<file path="config.mk">
export PLATFORM = sky130hd
export DESIGN_NAME = bus_release_ctrl
export DESIGN_NICKNAME = d
export VERILOG_FILES = /design/src/rtl/bus_release_ctrl.sv
export SDC_FILE = /design/constraint.sdc
export NUM_CORES = 1
export LEC_CHECK = 0
export ABC_AREA = 1
export BUFFER_PORTS_ARGS = -buffer_cell sky130_fd_sc_hd__buf_4
export CELL_PAD_IN_SITES_DETAIL_PLACEMENT = 0
export CELL_PAD_IN_SITES_GLOBAL_PLACEMENT = 2
export CORE_MARGIN = 2
export CORE_UTILIZATION = 25
export CTS_BUF_LIST = sky130_fd_sc_hd__clkbuf_8
export CTS_CLUSTER_SIZE = 16
export DETAILED_ROUTE_END_ITERATION = 12
export MAX_ROUTING_LAYER = met4
export PLACE_DENSITY = 0.81
export SLEW_MARGIN = 0
export SYNTH_ARGS = -nofsm -noshare
export SYNTH_HDL_FRONTEND = slang
export SYNTH_SLANG_ARGS = --single-unit
</file>
<file path="constraint.sdc">
create_clock -name clk -period 1.1 [get_ports clk]
set_input_delay 0.22 -clock clk [delete_from_list [all_inputs] [get_ports clk]]
set_output_delay 0.22 -clock clk [all_outputs]
set_load 0.01 [all_outputs]
</file>
<file path="src/rtl/bus_release_ctrl.sv">
module bus_release_ctrl #(
  parameter int BURST_BEATS = 4
) (
  input  logic clk,
  input  logic rst_n,
  input  logic cyc_start,
  input  logic cyc_burst,
  input  logic brdy,
  input  logic hold_req,
  input  logic ahold_req,
  input  logic boff_req,
  output logic hold_ack,
  output logic addr_oe,
  output logic bus_oe,
  output logic cyc_busy,
  output logic abort_pulse,
  output logic restart_pend
);
  localparam int CW = $clog2(BURST_BEATS + 1);

  typedef enum logic [1:0] {S_IDLE, S_ACTIVE, S_HELD, S_BACKOFF} own_t;

  own_t          st;
  logic [CW-1:0] beats_left;
  logic          burst_q, ahold_q, abort_q, restart_q;

  wire can_start = (st == S_IDLE) && !hold_req && !ahold_req && !boff_req;
  wire go        = can_start && (restart_q || cyc_start);
  wire go_burst  = restart_q ? burst_q : cyc_burst;
  wire released  = (st == S_HELD) || (st == S_BACKOFF);

  always_ff @(posedge clk) begin
    if (!rst_n) begin
      st         <= S_IDLE;
      beats_left <= '0;
      burst_q    <= 1'b0;
      ahold_q    <= 1'b0;
      abort_q    <= 1'b0;
      restart_q  <= 1'b0;
    end else begin
      ahold_q <= ahold_req;
      abort_q <= 1'b0;
      unique case (st)
        S_IDLE: begin
          if (boff_req)      st <= S_BACKOFF;
          else if (hold_req) st <= S_HELD;
          else if (go) begin
            st         <= S_ACTIVE;
            beats_left <= go_burst ? CW'(BURST_BEATS) : CW'(1);
            burst_q    <= go_burst;
            restart_q  <= 1'b0;
          end
        end
        S_ACTIVE: begin
          if (boff_req) begin
            st        <= S_BACKOFF;
            abort_q   <= 1'b1;
            restart_q <= 1'b1;
          end else if (brdy) begin
            if (beats_left == CW'(1)) st <= hold_req ? S_HELD : S_IDLE;
            else                      beats_left <= beats_left - CW'(1);
          end
        end
        S_HELD: begin
          if (boff_req)       st <= S_BACKOFF;
          else if (!hold_req) st <= S_IDLE;
        end
        S_BACKOFF: begin
          if (!boff_req) st <= S_IDLE;
        end
        default: st <= S_IDLE;
      endcase
    end
  end

  assign hold_ack     = (st == S_HELD);
  assign cyc_busy     = (st == S_ACTIVE);
  assign bus_oe       = !released;
  assign addr_oe      = !released && !ahold_q;
  assign abort_pulse  = abort_q;
  assign restart_pend = restart_q;

  p_ack_floats_r5: assert property (@(posedge clk) disable iff (!rst_n)
    hold_ack |-> (!addr_oe && !bus_oe));

  p_no_ack_mid_cycle_r3: assert property (@(posedge clk) disable iff (!rst_n)
    cyc_busy |-> !hold_ack);

  p_abort_sets_pending_r8: assert property (@(posedge clk) disable iff (!rst_n)
    abort_pulse |-> (restart_pend && !cyc_busy && !bus_oe));

  p_abort_single_r8: assert property (@(posedge clk) disable iff (!rst_n)
    abort_pulse |=> !abort_pulse);

  p_boff_wins_r10: assert property (@(posedge clk) disable iff (!rst_n)
    boff_req |=> (!hold_ack && !bus_oe && !cyc_busy));

  p_hold_drop_r6: assert property (@(posedge clk) disable iff (!rst_n)
    (hold_ack && !hold_req && !boff_req) |=> (!hold_ack && bus_oe && !cyc_busy));

  p_ahold_addr_only_r7: assert property (@(posedge clk) disable iff (!rst_n)
    (ahold_req && !hold_req && !boff_req) |=> (!addr_oe && bus_oe && !hold_ack));
endmodule

</file>
==> Word-level counts from Yosys, hierarchy flattened <==
Index checks and enable logic that the tools add are counted.
{ "totals": {"regBits": 9, "in_bits": 8, "output_inout_bits": 6, "wordCells": 70} }
{ "op_classes": {"add_sub_neg": 1, "n_eq_ne": 16, "n_mux": 26, "bitwise_logic": 2, "reduce_logical": 19} }
{ "ops": {"columns": ["op", "n"], "rows": [
  ["$mux W3", 7],
  ["$mux W2", 10],
  ["$ne A2 B2 Y1 const B", 8],
  ["$reduce_and A5 Y1", 2],
  ["$pmux W2 S4", 1],
  ["$reduce_and A7 Y1", 1],
  ["$mux W1", 6],
  ["$ne A3 B3 Y1 const B", 2],
  ["$pmux W3 S2", 1],
  ["$logic_and A1 B1 Y1", 5],
  ["$logic_not A1 Y1", 5],
  ["$eq A2 B2 Y1 const B", 2],
  ["$ne A4 B4 Y1 const B", 1],
  ["$reduce_and A4 Y1", 1],
  ["$eq A3 B1 Y1 const B", 1],
  ["$ne A3 B2 Y1 const B", 1],
  ["$sub A3 B1 Y3 const B", 1],
  ["$eq A2 B1 Y1 const B", 1],
  ["$logic_not A2 Y1", 1],
  ["$logic_or A1 B1 Y1", 2],
  ["$not A1 Y1", 2],
  ["$pmux W1 S2", 1],
  ["$reduce_and A2 Y1", 1],
  ["$reduce_bool A2 Y1", 1]
]} }

==> Longest topological paths before layout <==
Gate-level depths: netlist of run 1.
{ "logic_depth": {"word_depth": 9, "mapped_depth": 9, "ltp_nobuf": 9} }

==> Least setup slack after synthesis of run 1 <==
OpenSTA, ideal clock, no wires.
{ "synth_path": {"kind": "reg2reg", "from": "register beats_left[0]", "to": "register beats_left[1]", "setup_ns": 0.064, "arrival_time_ns": 1.094, "required_ns": 1.036, "slack_ns": -0.058, "path_stages_with_launch": 7, "path_buffers": 0, "synth_period_minus_slack_ns": 1.158, "path_cell_list": "dfxtp_1 > inv_1 > ha_1 > or2_2 > nand3_1 > nand2_1 > nor2_1"} }
{ "synth_via": {"elab_chain_cells": 5, "word_cells_on_any_way": 8, "cone_classes": "1 x add/sub; 2 x eq/ne; 4 x mux; 1 x reduce/logical"} }
{ "synth_lines": {"columns": ["item", "line", "rtl"], "rows": [
  ["from (decl)", "24", "logic [CW-1:0] beats_left;"],
  ["from (signal assigned)", "49", "beats_left <= go_burst ? CW'(BURST_BEATS) : CW'(1);"],
  ["from (signal assigned)", "61", "else beats_left <= beats_left - CW'(1);"],
  ["$sub A3 B1 Y3", "61", null],
  ["$mux W3", "60", "if (beats_left == CW'(1)) st <= hold_req ? S_HELD : S_IDLE;"],
  ["$mux W3", "59", "end else if (brdy) begin"],
  ["$mux W3", "55", "if (boff_req) begin"],
  ["$pmux W3 S2", "43", "unique case (st)"]
]} }
Parallel ways exist; a longest one is shown, timed or not. The select of a mux whose other input is x is not followed.
A chain may end at the register's enable or synchronous reset.

==> Final worst setup path of run 1 <==
{ "layout_path": {"from": "register beats_left[1]", "to": "register beats_left[2]"} }
Same word-level chain as after synthesis.

==> flow_summary.yaml, run 1 <==
cts:
  clock_latency_ns: 0.23
  hold_buffers: 0
  max-clock-path-buffers: 2
  cts.sinks: 9
  cts_buffers: 3
  cts_tree: "yes"
  clkTransAtPathRegs_ns: 0.05
  htreeDepth: 1
  root_buffer: "clkbuf_8"
grt:
  grt_max_degree: 7
  grt_pass1_wl_um: 2390
  grt_usage: 0.121
  gr-total-overflow: 0
  antenna_found_initial: 0
  grt_pass1_vias: 577
timing:
  max_freq_mhz: 868
  rsz0062_at_grt: "yes"
  finalSetupViolCount: 3
  max_slew_margin: 0.806
  period_minus_slack_ns: 1.15
  tightest_slew_ns: 0.291
  skew_ns: 0.00342
  finalHoldViolations: 0
  finalCritPeriodShare: 1.05
  worst_slack_ns: -0.0526
  slew_violations: 0
yosys:
  yosysSeqAreaShare: 0.318
  synth_area_per_cell_um2: 6.44
  synth_cells: 88
  synth-seq-cells: 9
  synth.distinct_cells: 19
  syn_area_um2: 567
  synth_fp_nets: 98
  ys_warn_count: 0
critical_path:
  crit_buf_inv: 1
  end_kind: "flop"
  timing.critical_path.slowest_stage_cell: "dfxtp_2"
  crit_fanout: 4
  path_cells: "inv_2 -> ha_4 -> a21oi_2 -> nand2_2 -> nand2_4 -> nand2_4 -> nand2_2 -> nand2_1 -> nor2_1"
  start_kind: "flop"
  worstSetupPathType: "flop to flop"
  required_ns: 1.27
  worstRegToRegCells: 9
  cp_top_family: "simple AND/OR/NAND/NOR gates"
  cp.arrival_ns: 1.32
  crit_cells: 9
  cpPeakStageDelay_ns: 0.32
drt:
  routed_wl_um: 1380
  first_pass_iters: 4
  drc: 0
  vias_per_cell: 4.35
  vias: 627
  wl_per_cell_um: 9.58
  final_antenna_net_count: 0
  drtIter0Drc: 11
placement:
  portBuffers: 13
  place_congestion: 0.851
  hpwl_um: 1060
  dp.cells: 139
cells_and_area:
  multi_input_area_um2: 400
  seq_area_um2: 191
  area_growth_pct: 65.8
  diodes: 0
  final_layout_size_suffix_gt1_frac: 0.517
  fin_cells: 144
  layout_common_cells: "buf_4, nand2_1, inv_1"
  num-nets-final: 127
  fillCellCount: 232
  layout_commonest_cell: "buf_4"
worst_hold_path:
  hold_path.class: "input pin to flop"
  hold_depth: 3
power_and_ir_drop:
  p_per_area_nw_per_um2: 1320
  leakage_nw: 0.467
  ir_drop_uv: 674
  totalPowerFinal_mw: 1.24
die:
  dieArea_um2: 2660
  die_h_um: 51.6
  start_util: 0.261
  dieWidth_um: 51.6
  rows: 17
  core_area_um2: 2170
  ios: 14
flow_run:
  cap_violations: 0
status:
  outcome: "finished, violations left"
  violations: "setup timing"
-- through the flow --
stage	setup slack, ns	TNS (ns)	hold WS [ns]	area [um^2]	util
after floorplan	0.000736	0	0.313	577	-
after global placement	-0.0440	-0.113	0.408	785	0.362
after detailed placement	-0.0769	-0.186	0.413	785	0.362
after CTS	-0.0518	-0.115	0.176	891	0.411
after global routing	-0.144	-0.478	0.183	940	0.433
final	-0.0526	-0.140	0.180	940	0.433
-- synth_stat cells, drive strengths merged --
library cell  count  share of area
nand2            26           0.19
nor2             11          0.091
o21ai             8          0.091
or2               1          0.011
inv              17           0.11
o21bai            1          0.013
a21oi             5          0.044
ha                2          0.044
nand3             3          0.026
dfxtp             9           0.32
nor3              2          0.018
xnor2             1          0.015
nand4             2          0.022
-- worst reg2reg max path: stages (launching register included) --
cell	delay (ns)
dfxtp_2	0.32
inv_2	0.05
ha_4	0.15
a21oi_2	0.13
nand2_2	0.08
nand2_4	0.09
nand2_4	0.07
nand2_2	0.07
nand2_1	0.05
nor2_1	0.08
-- repair_timing --
action / 4_1_cts / 5_1_grt
pin swaps: 7 / 6
gates resized for setup: 19 / 18
buffers inserted: 2 / 0
gates cloned: 0 / 0
endpoints found under the setup margin: 6 / 11
-- sequential cells by signal (all words and copies together) (netlist names) --
signal / flops
ahold_q: 1
st: 2
burst_q: 1
restart_pend: 1
abort_pulse: 1
beats_left: 3
-- per-layer routing --
metal,vias to the layer above,share of wire,wire (um),track usage
li1,332,-,-,-
met1,284,0.45,623,0.158
met2,9,0.50,695,0.184
met3,2,0.034,47,0.0201
met4,0,0.0094,13,0.0526
met5,-,0,0,-
-- kinds of logic (layout without fill, tap and decap cells) --
logic type      count (synthesis)  count (layout)  share of synthesized area
simple gates                   45              45                      0.362
buf+inv                        17              45                      0.113
compound gates                 14              14                      0.148
flops                           9               9                      0.318
fa+ha+maj                       2               2                     0.0441
xor+xnor                        1               1                     0.0155
-- final timing paths --
kind,startpoint,endpoint,slack [ns]
worst max-delay path,beats_left[1],beats_left[2],-0.05
worst min-delay path,ahold_req,ahold_q,0.18
worst max register to register,beats_left[1],beats_left[2],-0.05
worst min register to register,beats_left[1],beats_left[1],0.48
-- cell type report --
cell class,instances,share of cell area
clock buffers,3,0.0439
clock inverters,1,0.00399
inverters,17,0.0732
multi-input cells,62,0.426
flip-flops and latches,9,0.204
well taps,28,0.0373
repair buffers,24,0.212
-- where the power goes --
group          leakage (nW)  total [mW]  internal (mW)  switching [mW]
clock network        0.0269       0.364          0.242           0.122
logic                 0.364       0.481          0.237           0.244
registers            0.0763       0.395          0.363          0.0316
No activity file was read; power rests on OpenSTA's default activity.
==> run 2, diff against run 1 <==
- ABC_AREA: 1 -> default
- CORE_UTILIZATION: 25 -> 27
- PLACE_DENSITY: 0.81 -> 0.8
- SKIP_LAST_GASP: default -> 1
==> run 2 against run 1 <==
Net effect:
- the flow still finishes with violations (setup timing)
- sequential cell count stayed put
- hold slack better by 0.013 ns
- combinational power decreased by 50%
- fmax shrank 32%
- critical endpoint is now beats_left[1]
- largest power group is now the clock network
- highest routed layer unchanged
==> flow_summary.yaml, run 2 <==
placement:
  pre_cts_ws_ns: -0.685
  place_congestion: 0.695
  placed_area_um2: 719
  portBuffers: 13
  hpwl_um: 886
worst_hold_path:
  hold_depth: 2
  holdPathEnd: "ahold_q"
  hp-start: "ahold_req"
  hold_path.class: "input pin to flop"
power_and_ir_drop:
  combPwrFrac: 0.244
  p_per_area_nw_per_um2: 1110
  power.internal_mw: 0.730
  ir_drop_uv: 778
  p_sw_mw: 0.264
  clock_power_share: 0.401
  p_sw_frac: 0.266
  leakage_nw: 0.407
  seq_power_share: 0.355
cells_and_area:
  largest_reg_flops: 3
  diodes: 0
  final_cell_area_um2: 895
  num-nets-final: 102
  layout_commonest_cell: "buf_4"
  final_layout_size_suffix_gt1_frac: 0.626
  regMostFlops: "beats_left"
  layout_common_cells: "buf_4, dfxtp_1, buf_6"
  area_growth_pct: 86.2
  reg.largest.list: "beats_left: 3 flops, st: 2 flops"
  fillCellCount: 171
yosys:
  synthArstFlopShare: 0
  post-synth-top-count-cell: "dfxtp_1"
  synthTopCellsByCount: "dfxtp_1, inv_1, a21oi_1, nand2_1, nor2_1"
  synth_ff_type: "dfxtp_1"
  yosysSeqAreaShare: 0.375
  synth_fp_nets: 62
  synth-edff-count: 0
  ys_top_cells_by_area: "dfxtp_1, ha_1, o32a_4"
  synth-seq-cells: 9
  synth_area_per_cell_um2: 9.24
  ys_warn_count: 0
  synth.distinct_cells: 27
  syn_area_um2: 480
  yosys.area.top_type_share: 0.375
  yosysTopAreaCell: "dfxtp_1"
  synth_cells: 52
cts:
  cts_buffers: 3
  hold_buffers: 0
  clkTransAtPathRegs_ns: 0.05
  clock_latency_ns: 0.24
  root_buffer: "clkbuf_8"
  htreeDepth: 1
  max-clock-path-buffers: 2
  cts_tree: "yes"
  cts.sinks: 9
flow_run:
  cap_violations: 0
die:
  ios: 14
  die_h_um: 46.2
  dieArea_um2: 2130
  start_util: 0.281
  core_area_um2: 1710
  rows: 15
  dieWidth_um: 46.2
timing:
  skew_ns: 0.00230
  tightest_slew_ns: 0.181
  max_freq_mhz: 588
  period_minus_slack_ns: 1.70
  rsz0062_at_grt: "yes"
  hold_ws_ns: 0.193
  max_slew_margin: 0.879
  finalCritPeriodShare: 1.54
  finalSetupViolCount: 10
  slew_violations: 0
  finalHoldViolations: 0
  worst_slack_ns: -0.599
critical_path:
  cpPeakStageDelay_ns: 0.49
  timing.critical_path.slowest_stage_cell: "or4_4"
  path_cells: "or4_4 -> o32a_4 -> or3_1 -> a21boi_1"
  crit_fanout: 4
  reg2reg_slack_ns: -0.60
  rr_endpoint: "beats_left[1]"
  timing.rr.start: "st[0]"
  end_kind: "flop"
  start_kind: "flop"
  worstSetupPathType: "flop to flop"
  cp.arrival_ns: 1.87
  required_ns: 1.27
  worstRegToRegCells: 4
drt:
  wl_per_cell_um: 12.2
  routed_wl_um: 1410
  vias_per_cell: 4.45
  drtIter0Drc: 3
  final_antenna_net_count: 0
  vias: 516
  drc: 0
  first_pass_iters: 2
status:
  outcome: "finished, violations left"
  violations: "setup timing"
grt:
  antenna_found_initial: 0
  gr-total-overflow: 0
  grt_pass1_vias: 486
  grt_usage: 0.164
  grt_pass1_wl_um: 2280
  grt_max_degree: 11
[run 2: worst max-delay path by stage]
| stage | from | endpoint | slack (ns) | cells after the start |
|---|---|---|---|---|
| 5_1_grt | st[0] | beats_left[1] | -0.66 | 4 |
| 4_1_cts | st[0] | beats_left[1] | -0.60 | 4 |
| 6_report | st[0] | beats_left[1] | -0.60 | 4 |
| 3_5_place_dp | ahold_req | beats_left[1] | -0.69 | 5 |
| 2_1_floorplan | st[0] | beats_left[1] | -0.63 | 4 |
| 3_3_place_gp | ahold_req | beats_left[1] | -0.65 | 5 |
[run 2: kinds of logic after synthesis]
group                      count (synthesis)  share of synthesized area
AOI/OAI and AO/OA                         14                      0.232
buffers and inverters                      6                     0.0625
and+or+nand+nor                           19                      0.234
DFF                                        9                      0.375
muxes                                      2                     0.0443
adders and majority gates                  2                     0.0521
[run 2: critical path: cells and delay by family, from the launching register on]
| family | cells | cell delay [ns] |
|---|---|---|
| AOI/OAI and AO/OA | 2 | 0.52 |
| DFF | 1 | 0.32 |
| and+or+nand+nor | 2 | 0.80 |
[run 2: timing repair]
item                                    in CTS  in global routing
endpoints found under the setup margin      12                 12
gates resized for setup                     11                 16
pin swaps                                    5                  4
buffers inserted                             5                  3
[run 2: layout make-up]
type / count / area (um^2) / area share
Clock buffer: 3 / 41.3 / 0.0462
Clock inverter: 1 / 3.75 / 0.00420
Inverter: 5 / 23.8 / 0.0266
Sequential cell: 9 / 183 / 0.204
Timing Repair Buffer: 36 / 297 / 0.331
Tap cell: 25 / 31.3 / 0.0350
Multi-Input combinational cell: 37 / 315 / 0.352
[run 2: metrics by stage]
stage / utilization / power, mW / TNS (ns) / instances
after floorplan: - / 0.434 / -2.02 / 52
after global placement: 0.421 / 0.535 / -3.39 / 105
after detailed placement: 0.421 / 0.536 / -3.47 / 105
after CTS: 0.489 / 0.963 / -3.55 / 114
after global routing: 0.524 / 1.05 / -4.49 / 116
final: 0.524 / 0.994 / -3.93 / 116
[run 2: layer usage]
metal | global-route usage | vias up | wire [um] | share of wire
met3 | 0.0275 | 4 | 37 | 0.026
met1 | 0.203 | 240 | 634 | 0.45
met2 | 0.244 | 10 | 703 | 0.50
met5 | - | - | 0 | 0
li1 | - | 262 | - | -
met4 | 0.103 | 0 | 34 | 0.024
[run 2: power by group through the flow]
stage | registers [mW] | clock network (mW) | logic, mW
after floorplan | 0.360 | 0 | 0.0736
after global placement | 0.356 | 0 | 0.179
after detailed placement | 0.357 | 0 | 0.179
after CTS | 0.352 | 0.402 | 0.210
after global routing | 0.355 | 0.427 | 0.263
final | 0.353 | 0.398 | 0.242
==> run 3, diff against run 2 <==
- ABC_AREA: default -> 1
- CORE_UTILIZATION: 27 -> 25
- PLACE_DENSITY: 0.8 -> 0.81
- REMOVE_ABC_BUFFERS: default -> 1
==> run 3 against run 2 <==
Net effect:
- the flow still finishes with violations (setup timing)
- routed wire length increased by 5.2%
- register-to-register slack gained 0.52 ns
- critical path depth rose by 1
- sequential cell count unchanged
- die area up 25%
- critical path type is now flop to output pin
- critical endpoint is now cyc_busy
- largest cell class unchanged
- largest power group is now combinational cells
==> flow_summary.yaml, run 3 (synthesis gave the netlist of run 1 again) <==
cells_and_area:
  num-nets-final: 131
  layout_commonest_cell: "buf_4"
  fillCellCount: 226
  area_growth_pct: 82.8
  regMostFlops: "beats_left"
  diodes: 0
  layout_common_cells: "buf_4, nand2_1, buf_6"
  final_layout_size_suffix_gt1_frac: 0.583
  reg.largest.list: "beats_left: 3 flops, st: 2 flops"
  largest_reg_flops: 3
drt:
  routed_wl_um: 1480
  vias: 647
  drc: 0
  vias_per_cell: 4.37
  first_pass_iters: 4
  final_antenna_net_count: 0
  wl_per_cell_um: 10.0
  drtIter0Drc: 8
placement:
  hpwl_um: 1040
  portBuffers: 13
  place_congestion: 0.783
die:
  dieWidth_um: 51.6
  start_util: 0.261
  core_area_um2: 2170
  ios: 14
  rows: 17
  die_h_um: 51.6
  dieArea_um2: 2660
status:
  outcome: "finished, violations left"
  violations: "setup timing"
grt:
  grt_usage: 0.127
  grt_max_degree: 7
  grt_pass1_vias: 587
  grt_pass1_wl_um: 2420
  antenna_found_initial: 0
  gr-total-overflow: 0
power_and_ir_drop:
  p_sw_frac: 0.329
  combPwrFrac: 0.428
  power.internal_mw: 0.898
  p_sw_mw: 0.440
  leakage_nw: 0.499
  seq_power_share: 0.296
  p_per_area_nw_per_um2: 1290
  clock_power_share: 0.277
  ir_drop_uv: 923
  totalPowerFinal_mw: 1.34
timing:
  period_minus_slack_ns: 1.18
  tightest_slew_ns: 0.227
  finalSetupViolCount: 6
  max_freq_mhz: 846
  skew_ns: 0.00454
  worst_slack_ns: -0.0818
  finalCritPeriodShare: 1.07
  finalHoldViolations: 0
  setup_tns_ns: -0.295
  slew_violations: 0
  rsz0062_at_grt: "yes"
  max_slew_margin: 0.848
critical_path:
  timing.critical_path.slowest_stage_cell: "dfxtp_4"
  cpPeakStageDelay_ns: 0.35
  crit_fanout: 3
  path_cells: "inv_4 -> nand2_4 -> buf_6 -> inv_4 -> buf_6"
  required_ns: 0.88
  cp_top_family: "flip-flops"
  end_kind: "output pin"
  crit_buf_inv: 4
  worstSetupPathType: "flop to output pin"
  start_kind: "flop"
  cp.arrival_ns: 0.96
  worstRegToRegCells: 9
  crit_cells: 5
cts:
  cts.sinks: 9
  max-clock-path-buffers: 2
  clock_latency_ns: 0.23
  htreeDepth: 1
  clkTransAtPathRegs_ns: 0.04
  root_buffer: "clkbuf_8"
  cts_buffers: 3
  hold_buffers: 0
  cts_tree: "yes"
flow_run:
  cap_violations: 0
worst_hold_path:
  hold_path.class: "input pin to flop"
  hold_depth: 3
[run 3: cell count changes in the layout (fill, tap and decap cells not counted), sizes merged, moves of 2 or more]
cell and delta:
inv +12, nand4 +2, o21ai +6, or3 -2, nand2 +22, nand3 +2
buf -8, a21boi -3, nor2 +7
[run 3: metrics by stage]
step,setup WS (ns),std cells,util,cell area (um^2),hold slack [ns]
after global placement,-0.111,138,0.354,767,0.409
after CTS,-0.0677,148,0.433,940,0.178
after global routing,-0.175,148,0.478,1040,0.192
after floorplan,-0.0582,88,-,567,0.313
after detailed placement,-0.125,138,0.354,767,0.415
final,-0.0818,148,0.478,1040,0.181
[run 3: timing repair]
item,4_1_cts,5_1_grt
resized for setup,27,29
gates cloned,0,0
pin swaps,8,11
setup buffers,6,0
hold endpoints to repair,0,0
endpoints found under the setup margin,8,11
[run 3: power by group through the flow]
stage / Combinational [mW] / Sequential [mW] / Clock (mW)
CTS: 0.487 / 0.388 / 0.375
global route: 0.630 / 0.401 / 0.405
finish: 0.572 / 0.395 / 0.370
detailed placement: 0.376 / 0.383 / 0
floorplan: 0.215 / 0.385 / 0
global placement: 0.379 / 0.384 / 0
[run 3: final timing paths]
| kind | end | slack (ns) | startpoint |
|---|---|---|---|
| setup / recovery | cyc_busy | -0.08 | st[1] |
| hold / removal | ahold_q | 0.18 | ahold_req |
| setup reg to reg | beats_left[0] | -0.08 | beats_left[1] |
| hold reg to reg | burst_q | 0.49 | burst_q |
[run 3: layout make-up]
type                    count  area [um^2]  area share
clock buffers               3         41.3      0.0399
flip-flops and latches      9          194       0.187
clock inverters             1         3.75     0.00362
multi-input cells          62          440       0.425
well taps                  28         35.0      0.0338
inverters                  17         73.8      0.0713
repair buffers             28          248       0.239
[run 3: per-layer routing]
metal | global-route usage | vias up | wire length [um]
met1 | 0.145 | 291 | 654
met5 | - | - | 0
met2 | 0.199 | 16 | 746
met4 | 0.0877 | 0 | 20
li1 | - | 338 | -
met3 | 0.0259 | 2 | 63
[run 3: tightest hold or removal path: stages]
cell and delay [ns]:
buf_4 0.08, nand2_1 0.04, inv_1 0.04
